[config.mk]
export PLATFORM = sky130hd
export DESIGN_NAME = cfg_host_bridge
export DESIGN_NICKNAME = d
export VERILOG_FILES = /design/src/rtl/cfgb_pkg.sv /design/src/rtl/cfgb_decode.sv /design/src/rtl/cfgb_areg.sv /design/src/rtl/cfgb_resp.sv /design/src/rtl/cfg_host_bridge.sv
export SDC_FILE = /design/constraint.sdc
export NUM_CORES = 1
export LEC_CHECK = 0
export BUFFER_PORTS_ARGS = -buffer_cell sky130_fd_sc_hd__buf_2
export CAP_MARGIN = 20
export CORE_AREA = 4 4 172 174
export DETAILED_ROUTE_END_ITERATION = 10
export DIE_AREA = 0 0 176 178
export PLACE_DENSITY = 0.58
export RECOVER_POWER = 100
export SLEW_MARGIN = 15
export SYNTH_ARGS = -nofsm -noshare
export SYNTH_HDL_FRONTEND = slang
export SYNTH_SLANG_ARGS = --single-unit
[constraint.sdc]
create_clock -name clk -period 5.54 [get_ports clk]
set_input_delay 1.385 -clock clk [delete_from_list [all_inputs] [get_ports clk]]
set_output_delay 1.385 -clock clk [all_outputs]
set_load 0.02 [all_outputs]
[src/rtl/cfgb_pkg.sv]
`timescale 1ns/1ps
package cfgb_pkg;

  localparam int unsigned NUM_FN = 256;

  typedef enum logic [1:0] {
    RSP_NONE = 2'd0,
    RSP_TGT  = 2'd1,
    RSP_FILL = 2'd2,
    RSP_AREG = 2'd3
  } rsp_kind_e;

  typedef struct packed {
    logic [7:0] bus;
    logic [7:0] devfn;
    logic [7:0] offs;
  } cfg_loc_t;

  // Byte-lane mask for a size code; code 3 behaves as a dword.
  function automatic logic [31:0] lane_mask(input logic [1:0] sz);
    case (sz)
      2'd0:    return 32'h0000_00FF;
      2'd1:    return 32'h0000_FFFF;
      default: return 32'hFFFF_FFFF;
    endcase
  endfunction

  // Locator word rebuilt from an alternate-mode access.
  function automatic logic [31:0] alt_locator(input logic [7:0] devfn,
                                              input logic [7:0] offs);
    return {1'b1, 15'd0, devfn, offs[7:2], 2'b00};
  endfunction

endpackage

[src/rtl/cfgb_decode.sv]
`timescale 1ns/1ps
module cfgb_decode
  import cfgb_pkg::*;
#(
  parameter int          ADDR_W    = 22,
  parameter logic [15:0] CFG_PORT  = 16'hCF8,
  parameter logic [15:0] DATA_PORT = 16'hCFC,
  parameter int          SEL_LO    = 11,
  parameter int          SEL_N     = 11
) (
  input  logic              alt_mode,
  input  logic [ADDR_W-1:0] io_addr,
  input  logic [31:0]       areg,
  output logic              areg_port,
  output logic              dwin,
  output logic              enabled,
  output cfg_loc_t          loc,
  output logic [31:0]       areg_alt
);
  localparam int IDX_W = $clog2(SEL_N + 1);
  localparam logic [ADDR_W-1:0] CFG_BASE  = ADDR_W'(CFG_PORT);
  localparam logic [ADDR_W-1:0] DATA_BASE = ADDR_W'(DATA_PORT);

  logic [SEL_N-1:0] sel_bits;
  logic [IDX_W-1:0] dev_idx;
  logic [7:0]       alt_devfn;
  logic             port_cfg_hit;
  logic             port_data_hit;
  logic             unused_areg;

  assign sel_bits = io_addr[SEL_LO +: SEL_N];

  // Lowest set select bit wins; none set gives SEL_N.
  always_comb begin
    dev_idx = IDX_W'(SEL_N);
    for (int i = SEL_N - 1; i >= 0; i--) begin
      if (sel_bits[i]) dev_idx = IDX_W'(i);
    end
  end

  assign alt_devfn     = {5'(dev_idx), io_addr[10:8]};
  assign port_cfg_hit  = (io_addr[ADDR_W-1:2] == CFG_BASE[ADDR_W-1:2]);
  assign port_data_hit = (io_addr[ADDR_W-1:2] == DATA_BASE[ADDR_W-1:2]);
  assign unused_areg   = ^areg[30:24];

  always_comb begin
    if (alt_mode) begin
      areg_port = 1'b0;
      dwin      = 1'b1;
      enabled   = 1'b1;
      loc.bus   = 8'd0;
      loc.devfn = alt_devfn;
      loc.offs  = io_addr[7:0];
    end else begin
      areg_port = port_cfg_hit;
      dwin      = port_data_hit;
      enabled   = areg[31];
      loc.bus   = areg[23:16];
      loc.devfn = areg[15:8];
      loc.offs  = {areg[7:2], io_addr[1:0]};
    end
  end

  assign areg_alt = alt_locator(alt_devfn, io_addr[7:0]);

endmodule

[src/rtl/cfgb_areg.sv]
`timescale 1ns/1ps
module cfgb_areg (
  input  logic        clk,
  input  logic        rst_n,
  input  logic        host_ld,
  input  logic [31:0] host_val,
  input  logic        alt_ld,
  input  logic [31:0] alt_val,
  output logic [31:0] areg
);
  always_ff @(posedge clk) begin
    if (!rst_n)       areg <= 32'd0;
    else if (alt_ld)  areg <= alt_val;
    else if (host_ld) areg <= host_val;
  end

  // the locator only moves on a load strobe
  a_r2_locator_hold: assert property (@(posedge clk) disable iff (!rst_n)
    !(host_ld || alt_ld) |=> $stable(areg));

  // an alternate-mode access leaves the enable flag set
  a_r9_alt_enable: assert property (@(posedge clk) disable iff (!rst_n)
    alt_ld |=> areg[31]);

endmodule

[src/rtl/cfgb_resp.sv]
`timescale 1ns/1ps
module cfgb_resp
  import cfgb_pkg::*;
(
  input  logic        clk,
  input  logic        rst_n,
  input  rsp_kind_e   issue_kind,
  input  logic [1:0]  issue_size,
  input  logic [31:0] tgt_rdata,
  input  logic [31:0] areg,
  output logic        io_rvalid,
  output logic [31:0] io_rdata
);
  rsp_kind_e  pend_kind;
  logic [1:0] pend_size;

  always_ff @(posedge clk) begin
    if (!rst_n) begin
      pend_kind <= RSP_NONE;
      pend_size <= 2'd0;
      io_rvalid <= 1'b0;
      io_rdata  <= 32'd0;
    end else begin
      pend_kind <= issue_kind;
      pend_size <= issue_size;
      io_rvalid <= (pend_kind != RSP_NONE);
      case (pend_kind)
        RSP_TGT:  io_rdata <= tgt_rdata & lane_mask(pend_size);
        RSP_FILL: io_rdata <= lane_mask(pend_size);
        RSP_AREG: io_rdata <= areg;
        default:  io_rdata <= io_rdata;
      endcase
    end
  end

  // no result carries bits above its access width
  a_r4_width_clean: assert property (@(posedge clk) disable iff (!rst_n)
    io_rvalid |-> ((io_rdata & ~lane_mask($past(pend_size))) == 32'd0));

  // a fill result is all ones across its width
  a_r5_fill_ones: assert property (@(posedge clk) disable iff (!rst_n)
    (io_rvalid && $past(pend_kind) == RSP_FILL) |-> (io_rdata == lane_mask($past(pend_size))));

endmodule

[src/rtl/cfg_host_bridge.sv]
`timescale 1ns/1ps
module cfg_host_bridge
  import cfgb_pkg::*;
#(
  parameter int          ADDR_W    = 22,
  parameter logic [15:0] CFG_PORT  = 16'hCF8,
  parameter logic [15:0] DATA_PORT = 16'hCFC,
  parameter int          SEL_LO    = 11,
  parameter int          SEL_N     = 11
) (
  input  logic              clk,
  input  logic              rst_n,
  input  logic              alt_mode,
  input  logic              io_valid,
  input  logic              io_write,
  input  logic [ADDR_W-1:0] io_addr,
  input  logic [1:0]        io_size,
  input  logic [31:0]       io_wdata,
  output logic              io_rvalid,
  output logic [31:0]       io_rdata,
  input  logic [NUM_FN-1:0] dev_present,
  output logic              tgt_req,
  output logic              tgt_write,
  output logic [7:0]        tgt_bus,
  output logic [7:0]        tgt_devfn,
  output logic [7:0]        tgt_offs,
  output logic [1:0]        tgt_size,
  output logic [31:0]       tgt_wdata,
  input  logic [31:0]       tgt_rdata
);
  cfg_loc_t    loc;
  logic        areg_port;
  logic        dwin;
  logic        enabled;
  logic [31:0] areg;
  logic [31:0] areg_alt;
  logic        present;
  logic        fire;
  logic        host_ld;
  logic        alt_ld;
  logic        areg_full;
  rsp_kind_e   issue_kind;

  cfgb_decode #(
    .ADDR_W(ADDR_W), .CFG_PORT(CFG_PORT), .DATA_PORT(DATA_PORT),
    .SEL_LO(SEL_LO), .SEL_N(SEL_N)
  ) u_decode (
    .alt_mode (alt_mode),
    .io_addr  (io_addr),
    .areg     (areg),
    .areg_port(areg_port),
    .dwin     (dwin),
    .enabled  (enabled),
    .loc      (loc),
    .areg_alt (areg_alt)
  );

  assign present   = dev_present[loc.devfn];
  assign fire      = io_valid && dwin && enabled && present;
  assign areg_full = areg_port && (io_addr[1:0] == 2'b00) && io_size[1];
  assign host_ld   = io_valid && io_write && !alt_mode && areg_full;
  assign alt_ld    = io_valid && alt_mode;

  cfgb_areg u_areg (
    .clk     (clk),
    .rst_n   (rst_n),
    .host_ld (host_ld),
    .host_val(io_wdata),
    .alt_ld  (alt_ld),
    .alt_val (areg_alt),
    .areg    (areg)
  );

  always_comb begin
    issue_kind = RSP_NONE;
    if (io_valid && !io_write) begin
      if (areg_port)  issue_kind = areg_full ? RSP_AREG : RSP_FILL;
      else if (dwin)  issue_kind = fire ? RSP_TGT : RSP_FILL;
    end
  end

  always_ff @(posedge clk) begin
    if (!rst_n) begin
      tgt_req   <= 1'b0;
      tgt_write <= 1'b0;
      tgt_bus   <= 8'd0;
      tgt_devfn <= 8'd0;
      tgt_offs  <= 8'd0;
      tgt_size  <= 2'd0;
      tgt_wdata <= 32'd0;
    end else begin
      tgt_req <= fire;
      if (fire) begin
        tgt_write <= io_write;
        tgt_bus   <= loc.bus;
        tgt_devfn <= loc.devfn;
        tgt_offs  <= loc.offs;
        tgt_size  <= io_size;
        tgt_wdata <= io_wdata & lane_mask(io_size);
      end
    end
  end

  cfgb_resp u_resp (
    .clk       (clk),
    .rst_n     (rst_n),
    .issue_kind(issue_kind),
    .issue_size(io_size),
    .tgt_rdata (tgt_rdata),
    .areg      (areg),
    .io_rvalid (io_rvalid),
    .io_rdata  (io_rdata)
  );

  // every request stems from a host access one cycle earlier
  a_r3_req_from_access: assert property (@(posedge clk) disable iff (!rst_n)
    tgt_req |-> $past(io_valid));

  // writes to empty slots never reach the target side
  a_r6_absent_write_dropped: assert property (@(posedge clk) disable iff (!rst_n)
    (io_valid && io_write && dwin && !dev_present[loc.devfn]) |=> !tgt_req);

  // a clear enable flag blocks default-mode requests
  a_r7_disabled_no_req: assert property (@(posedge clk) disable iff (!rst_n)
    (io_valid && !alt_mode && !areg[31]) |=> !tgt_req);

  // ports outside the decoded range do nothing
  a_r10_unmapped_quiet: assert property (@(posedge clk) disable iff (!rst_n)
    (io_valid && !alt_mode && !areg_port && !dwin) |=> !tgt_req);

endmodule

After elaboration in Yosys (flattened, before gate mapping):

Cells that the tools add are included.

* word-level logic and storage cells: 74
* bits in registers: 129
* input bits: 349
* output and inout port bits: 93

* mux-type cells: 30
* eq/ne operators: 7
* bitwise gates (word level): 3
* reduce and logical (&&, ||, !) cells: 20
* order comparisons: 1

Operators with widths (count)
* two-way mux 32 bit: 6
* case mux 32 bit (2 select lines): 2
* case mux 32 bit (3 select lines): 1
* bitwise AND 32 bit: 2
* == test 20 x 10 -> 1 bit, second input constant: 2
* two-way mux 4 bit: 8
* two-way mux 24 bit: 1
* logical AND 1 bit: 10
* two-way mux 2 bit: 5
* less-than comparator 8 x 9 -> 1 bit, second input constant: 1
* binary-select mux 1 bit (select 8 bit): 1
* == test 2 x 1 -> 1 bit, second input constant: 3
* zero test 2 bit: 3
* two-way mux 1 bit: 6
* == test 2 bit, second input constant: 2
* nonzero test 2 bit: 2
* nonzero test 3 bit: 1
* zero test 1 bit: 2
* AND reduction 2 bit: 1
* OR reduction 2 bit: 1
* NOT 1 bit: 1

Logic depth before layout (Yosys ltp):

* depth after elaboration: 18
* mapped depth: 15
* mapped depth without buffers: 10

Hierarchy:

A second synthesis with hierarchy kept.

* cell total of the unflattened synthesis: 866
* area total of the unflattened synthesis: 8777.2 sq um

By module, submodules not included
* cfg_host_bridge: times used 1, cells an instance 479, sequential area each 1201.2 sq um, area each 4859.7 sq um
* cfgb_areg: times used 1, cells an instance 141, sequential area each 640.6 sq um, area each 1778.0 sq um
* cfgb_resp: times used 1, cells an instance 162, sequential area each 740.7 sq um, area each 1505.2 sq um
* cfgb_decode: times used 1, cells an instance 84, sequential area each 0.0 sq um, area each 634.4 sq um

Least setup slack after synthesis:

OpenSTA, ideal clock, no wires.

* path kind: input to register
* from: input port alt_mode
* to: register tgt_devfn[0]
* arrival time: 4.124 ns
* slack: 1.300 ns
* setup time: 0.116 ns
* required time: 5.424 ns
* cell stages on the path: 11
* cell sequence: buf_6 -> mux2i_4 -> mux4_1 -> mux4_2 -> mux2_2 -> o22ai_2 -> a311oi_2 -> and2_4 -> buf_8 -> buf_6 -> o211a_1

* longest elaborated chain between the ends: 4
* elaborated cells between the ends (all ways): 8

Ends and longest elaborated chain
* from (decl): line cfg_host_bridge.sv:13 `input logic alt_mode,`
* two-way mux 24 bit / two-way mux 1 bit (equally long branches): line cfgb_decode.sv:47 `if (alt_mode) begin`
* binary-select mux 1 bit (select 8 bit) / logical AND 1 bit (equally long branches): line cfg_host_bridge.sv:58, cfg_host_bridge.sv:59
* two-way mux 1 bit (not written as such) / logical AND 1 bit (equally long branches): line cfg_host_bridge.sv:58, cfg_host_bridge.sv:59
* logical AND 1 bit: line cfg_host_bridge.sv:59 `assign fire = io_valid && dwin && enabled && present;`
* to (signal assigned): line cfg_host_bridge.sv:96 `tgt_devfn <= loc.devfn;`
* to (decl): line cfg_host_bridge.sv:25 `output logic [7:0] tgt_devfn,`

Several ways; a longest one is shown, not always the timed one. The select of a mux whose other input is x is not followed.
A chain may end at the register's enable or synchronous reset.

Worst setup path after layout:

* from: input port io_addr[9]
* to: register u_areg.areg[0]

* longest elaborated chain between the ends: 5

Ends and longest elaborated chain
* from (decl): line cfg_host_bridge.sv:16 `input logic [ADDR_W-1:0] io_addr,`
* == test 20 x 10 -> 1 bit: line cfgb_decode.sv:42 `assign port_cfg_hit = (io_addr[ADDR_W-1:2] == CFG_BASE[ADDR_W-1:2]);`
* two-way mux 1 bit: line cfgb_decode.sv:47
* logical AND 1 bit (2 in a row): line cfg_host_bridge.sv:60 `assign areg_full = areg_port && (io_addr[1:0] == 2'b00) && io_size[1];`
* logical AND 1 bit: line cfg_host_bridge.sv:61 `assign host_ld = io_valid && io_write && !alt_mode && areg_full;`
* to (signal assigned): line cfgb_areg.sv:13 `else if (alt_ld) areg <= alt_val;`
* to (signal assigned): line cfgb_areg.sv:14 `else if (host_ld) areg <= host_val;`
* to (decl): line cfgb_areg.sv:9 `output logic [31:0] areg`

Every way passes these cells.

==> qor.yml <==
status:
  status: "finished with violations"
  failed_checks: "capacitance limit, slew limit"
critical_path:
  start_kind: "input port"
  crit_required_ns: 5.87
  timing.reg2reg.worst_path_depth: 10
  slowest_stage: "clkbuf_1"
  crit_path_frequent_cell: "clkbuf_1"
  reg2reg_from: "u_areg.areg[8]$_SDFFE_PN0P_"
  timing.critical_path.max_delay_family: "simple AND/OR/NAND/NOR gates"
  critical_path.endpoint: "u_areg.areg[0]$_SDFFE_PP0P_"
  worst-path-stages: 10
  worstSetupPathType: "input port to flop"
  r2r_end: "tgt_bus[0]$_SDFFE_PN0P_"
  worstSetupEndpointType: "flop"
  worstPathCellList: "clkbuf_1 > clkbuf_1 > nor4bb_1 > nand4b_1 > nor4_1 > nand3_1 > nor2_1 > clkbuf_1 > nand2_1 > a21oi_1"
  timing.reg2reg.setup_slack_ns: 1.90
  timing.critical_path.slowest_cell_delay_ns: 1.14
  timing.critical_path.arrival_ns: 5.20
  critPathMaxFanout: 33
  worst-path-buf-inv: 3
  worstSetupStartpoint: "io_addr[9]"
clock_tree:
  worst_skew_pair.late_latency_ns: 0.41
  cts.reportedPaths.clkPinSlew_ns: 0.06
  htreeDepth: 4
  clockRootBuffer: "clkbuf_16"
  tritoncts.num_buffers: 17
  clkSinkCount: 129
  postCtsSetupRepairBufs: 0
  post_cts.resized_instances: 0
  clockBufferDepth: 2
  cts_hold_repair_buffers: 0
  cts_tree: "done"
power:
  pwr_density_cell_mw_per_mm2: 256.0
  cellLeakagePower_nw: 4.750
  switchingPower_mw: 0.8431
  vdd_ir_drop_max_mv: 0.2524
  internal-power_mw: 2.034
  seq_power_share: 0.346
  comb_power_share: 0.238
  post-layout-total-power_mw: 2.877
  power.share.switching: 0.2931
  pwr-share-clk: 0.416
floorplanning:
  die_outline_area_mm2: 0.03133
  die_w_um: 176
  placementRows: 61
  core_region_area_mm2: 0.02778
  ios: 442
  dieHeight_um: 178
  initial_core_util: 0.2954
sta:
  finalSetupTns_ns: 0
  max_freq_ghz: 0.2052
  max_slew.worst_pin.slew_ns: 1.545
  final.hold.worst_slack_ns: 0.4500
  finalHoldViolations: 0
  setup_violations_final: 0
  worst_clock_skew_ns: 0.006867
  final.period_utilization: 0.8795
  setup_ws_ns: 0.6676
  count_of_final_max_slew_check_failures: 34
  max_slew_margin: -0.03028
  layout_min_cycle_time_ns: 4.872
  grt_setup_unrepaired: "false"
yosys:
  yosysWarningCount: 0
  netlist.area_leader.share: 0.3147
  ys_seq_elements: 129
  yosysUniqueCellTypes: 58
  synth.top_cells.by_area: "dfxtp_1 31%, mux4_2 11%, mux2i_1 11%"
  leading_cell_type_by_number_of_instances_after_synthesis: "nand2_1"
  ys_dominant_reg_cell: "dfxtp_1"
  syn_inst: 936
  postSynthNetCount: 1285
  synthArstFlopShare: 0
  synth_enable_flop_cells: 0
  synth.avg_cell_area_um2: 8.766
  yosysSeqAreaShare: 0.3147
  yosys-top-cells-count: "175 x nand2_1, 129 x dfxtp_1, 88 x mux2i_1"
  synth_area_mm2: 0.008205
  synth_top_cell_by_area: "dfxtp_1"
layout:
  post-route-cell-area_mm2: 0.01124
  finish.net_count: 1687
  flow.area_growth_from_synthesis_pct: 36.96
  final_cells: 1735
  fin_util: 0.4045
  drive_gt1_frac: 0.3390
detailed_routing:
  detail_route.vias_per_cell: 5.297
  number_of_optimization_iterations_in_the_first_detailed_route_pass: 5
  postRouteAntennaNets: 0
  vias: 9190
  first_iter_violations: 867
  drt-total-wl_um: 39450
  drc: 0
  detail_route.wl_per_cell_um: 22.74
job:
  drv_cap: 1
global_routing:
  gr-usage-all-layers: 0.2394
  initial_antenna_violation_count: 16
  globalRouteOverflowTotal: 0
  grt_pass1_vias: 9016
  grt_max_degree: 81
  grt_first_pass_wirelength_um: 56680
worst_hold_path:
  holdCritPathClass: "flop to flop"
place:
  dp.final_hpwl_um: 31700
  routabilityCongestion: 0.9856
  placement.io_buffers: 441
  placement.cell_area_mm2: 0.01072
  place_worst_setup_slack_ns: 0.4976
  placedCellCount: 1696
## worst min-delay path by stage
stage                                      from                     endpoint  slack (ns)  cells after the start
global route        u_areg.areg[1]$_SDFFE_PP0P_  u_areg.areg[1]$_SDFFE_PP0P_        0.46                      2
CTS                    tgt_size[1]$_SDFFE_PN0P_     tgt_size[1]$_SDFFE_PN0P_        0.45                      2
finish              u_areg.areg[1]$_SDFFE_PP0P_  u_areg.areg[1]$_SDFFE_PP0P_        0.45                      2
global placement       tgt_size[1]$_SDFFE_PN0P_     tgt_size[1]$_SDFFE_PN0P_        0.44                      2
detailed placement     tgt_size[1]$_SDFFE_PN0P_     tgt_size[1]$_SDFFE_PN0P_        0.44                      2
floorplan           u_areg.areg[0]$_SDFFE_PP0P_  u_areg.areg[0]$_SDFFE_PP0P_        0.43                      2
## cell families (layout without fill, tap and decap cells)
logic type	count (synthesis)	count (layout)	share of synthesized area
muxes	137	137	0.2405
DFF	129	129	0.3147
AOI/OAI and AO/OA	294	294	0.2321
buffers and inverters	90	505	0.05764
and+or+nand+nor	286	286	0.1551
other	0	6	0
## layer usage
layer	GRT usage	wire [µm]
met3	0.08690	4085
met4	0.05491	557
met5	0	88
met2	0.3580	17420
met1	0.3316	17300
## final cells by class
type / count / area, µm²
Clock buffer: 18 / 439.2
Inverter: 6 / 22.52
Fill cell: 2962 / 16540
Tap cell: 378 / 473.0
Sequential cell: 129 / 2582
Timing Repair Buffer: 467 / 2330
Antenna cell: 6 / 15.01
Multi-Input combinational cell: 717 / 5187
Clock inverter: 14 / 188.9
## cells in the final DEF, fill, tap and decap left out, types with 12 or more instances in the layout
cell type  instances
a22oi_1           43
clkbuf_16         17
nor2b_1           13
o22ai_1           14
mux4_2            40
a21boi_0          19
a21oi_1           84
dfxtp_1          129
clkbuf_1          96
o21ai_0           54
nand2_1          175
buf_4             21
nor3_1            12
mux2i_1           86
buf_2            346
nand3_1           18
a211oi_1          26
nor2_1            26
## flip-flops by register name, summed over array words and instances (netlist names)
name,flops
tgt_wdata,32
u_resp.io_rdata,32
u_resp.pend_size,2
u_resp.pend_kind,2
u_resp.io_rvalid,1
u_areg.areg,32
tgt_write,1
tgt_bus,8
tgt_req,1
tgt_offs,8
tgt_size,2
tgt_devfn,8
## power groups by stage
stage | logic [mW] | registers [mW] | clock network [mW]
6_report | 0.685 | 0.996 | 1.20
5_1_grt | 0.740 | 1.00 | 1.26
4_1_cts | 0.693 | 0.994 | 1.21
3_5_place_dp | 0.689 | 1.01 | 0
3_3_place_gp | 0.687 | 1.01 | 0
2_1_floorplan | 0.364 | 1.05 | 0
## worst min-delay path, delay by kind of cell (launching register included)
kind,cells,cell delay [ns]
AND/OR/NAND/NOR,1,0.05
AO/OA/AOI/OAI,1,0.05
flip-flops,1,0.31
Power figures use the tool's default switching activity.
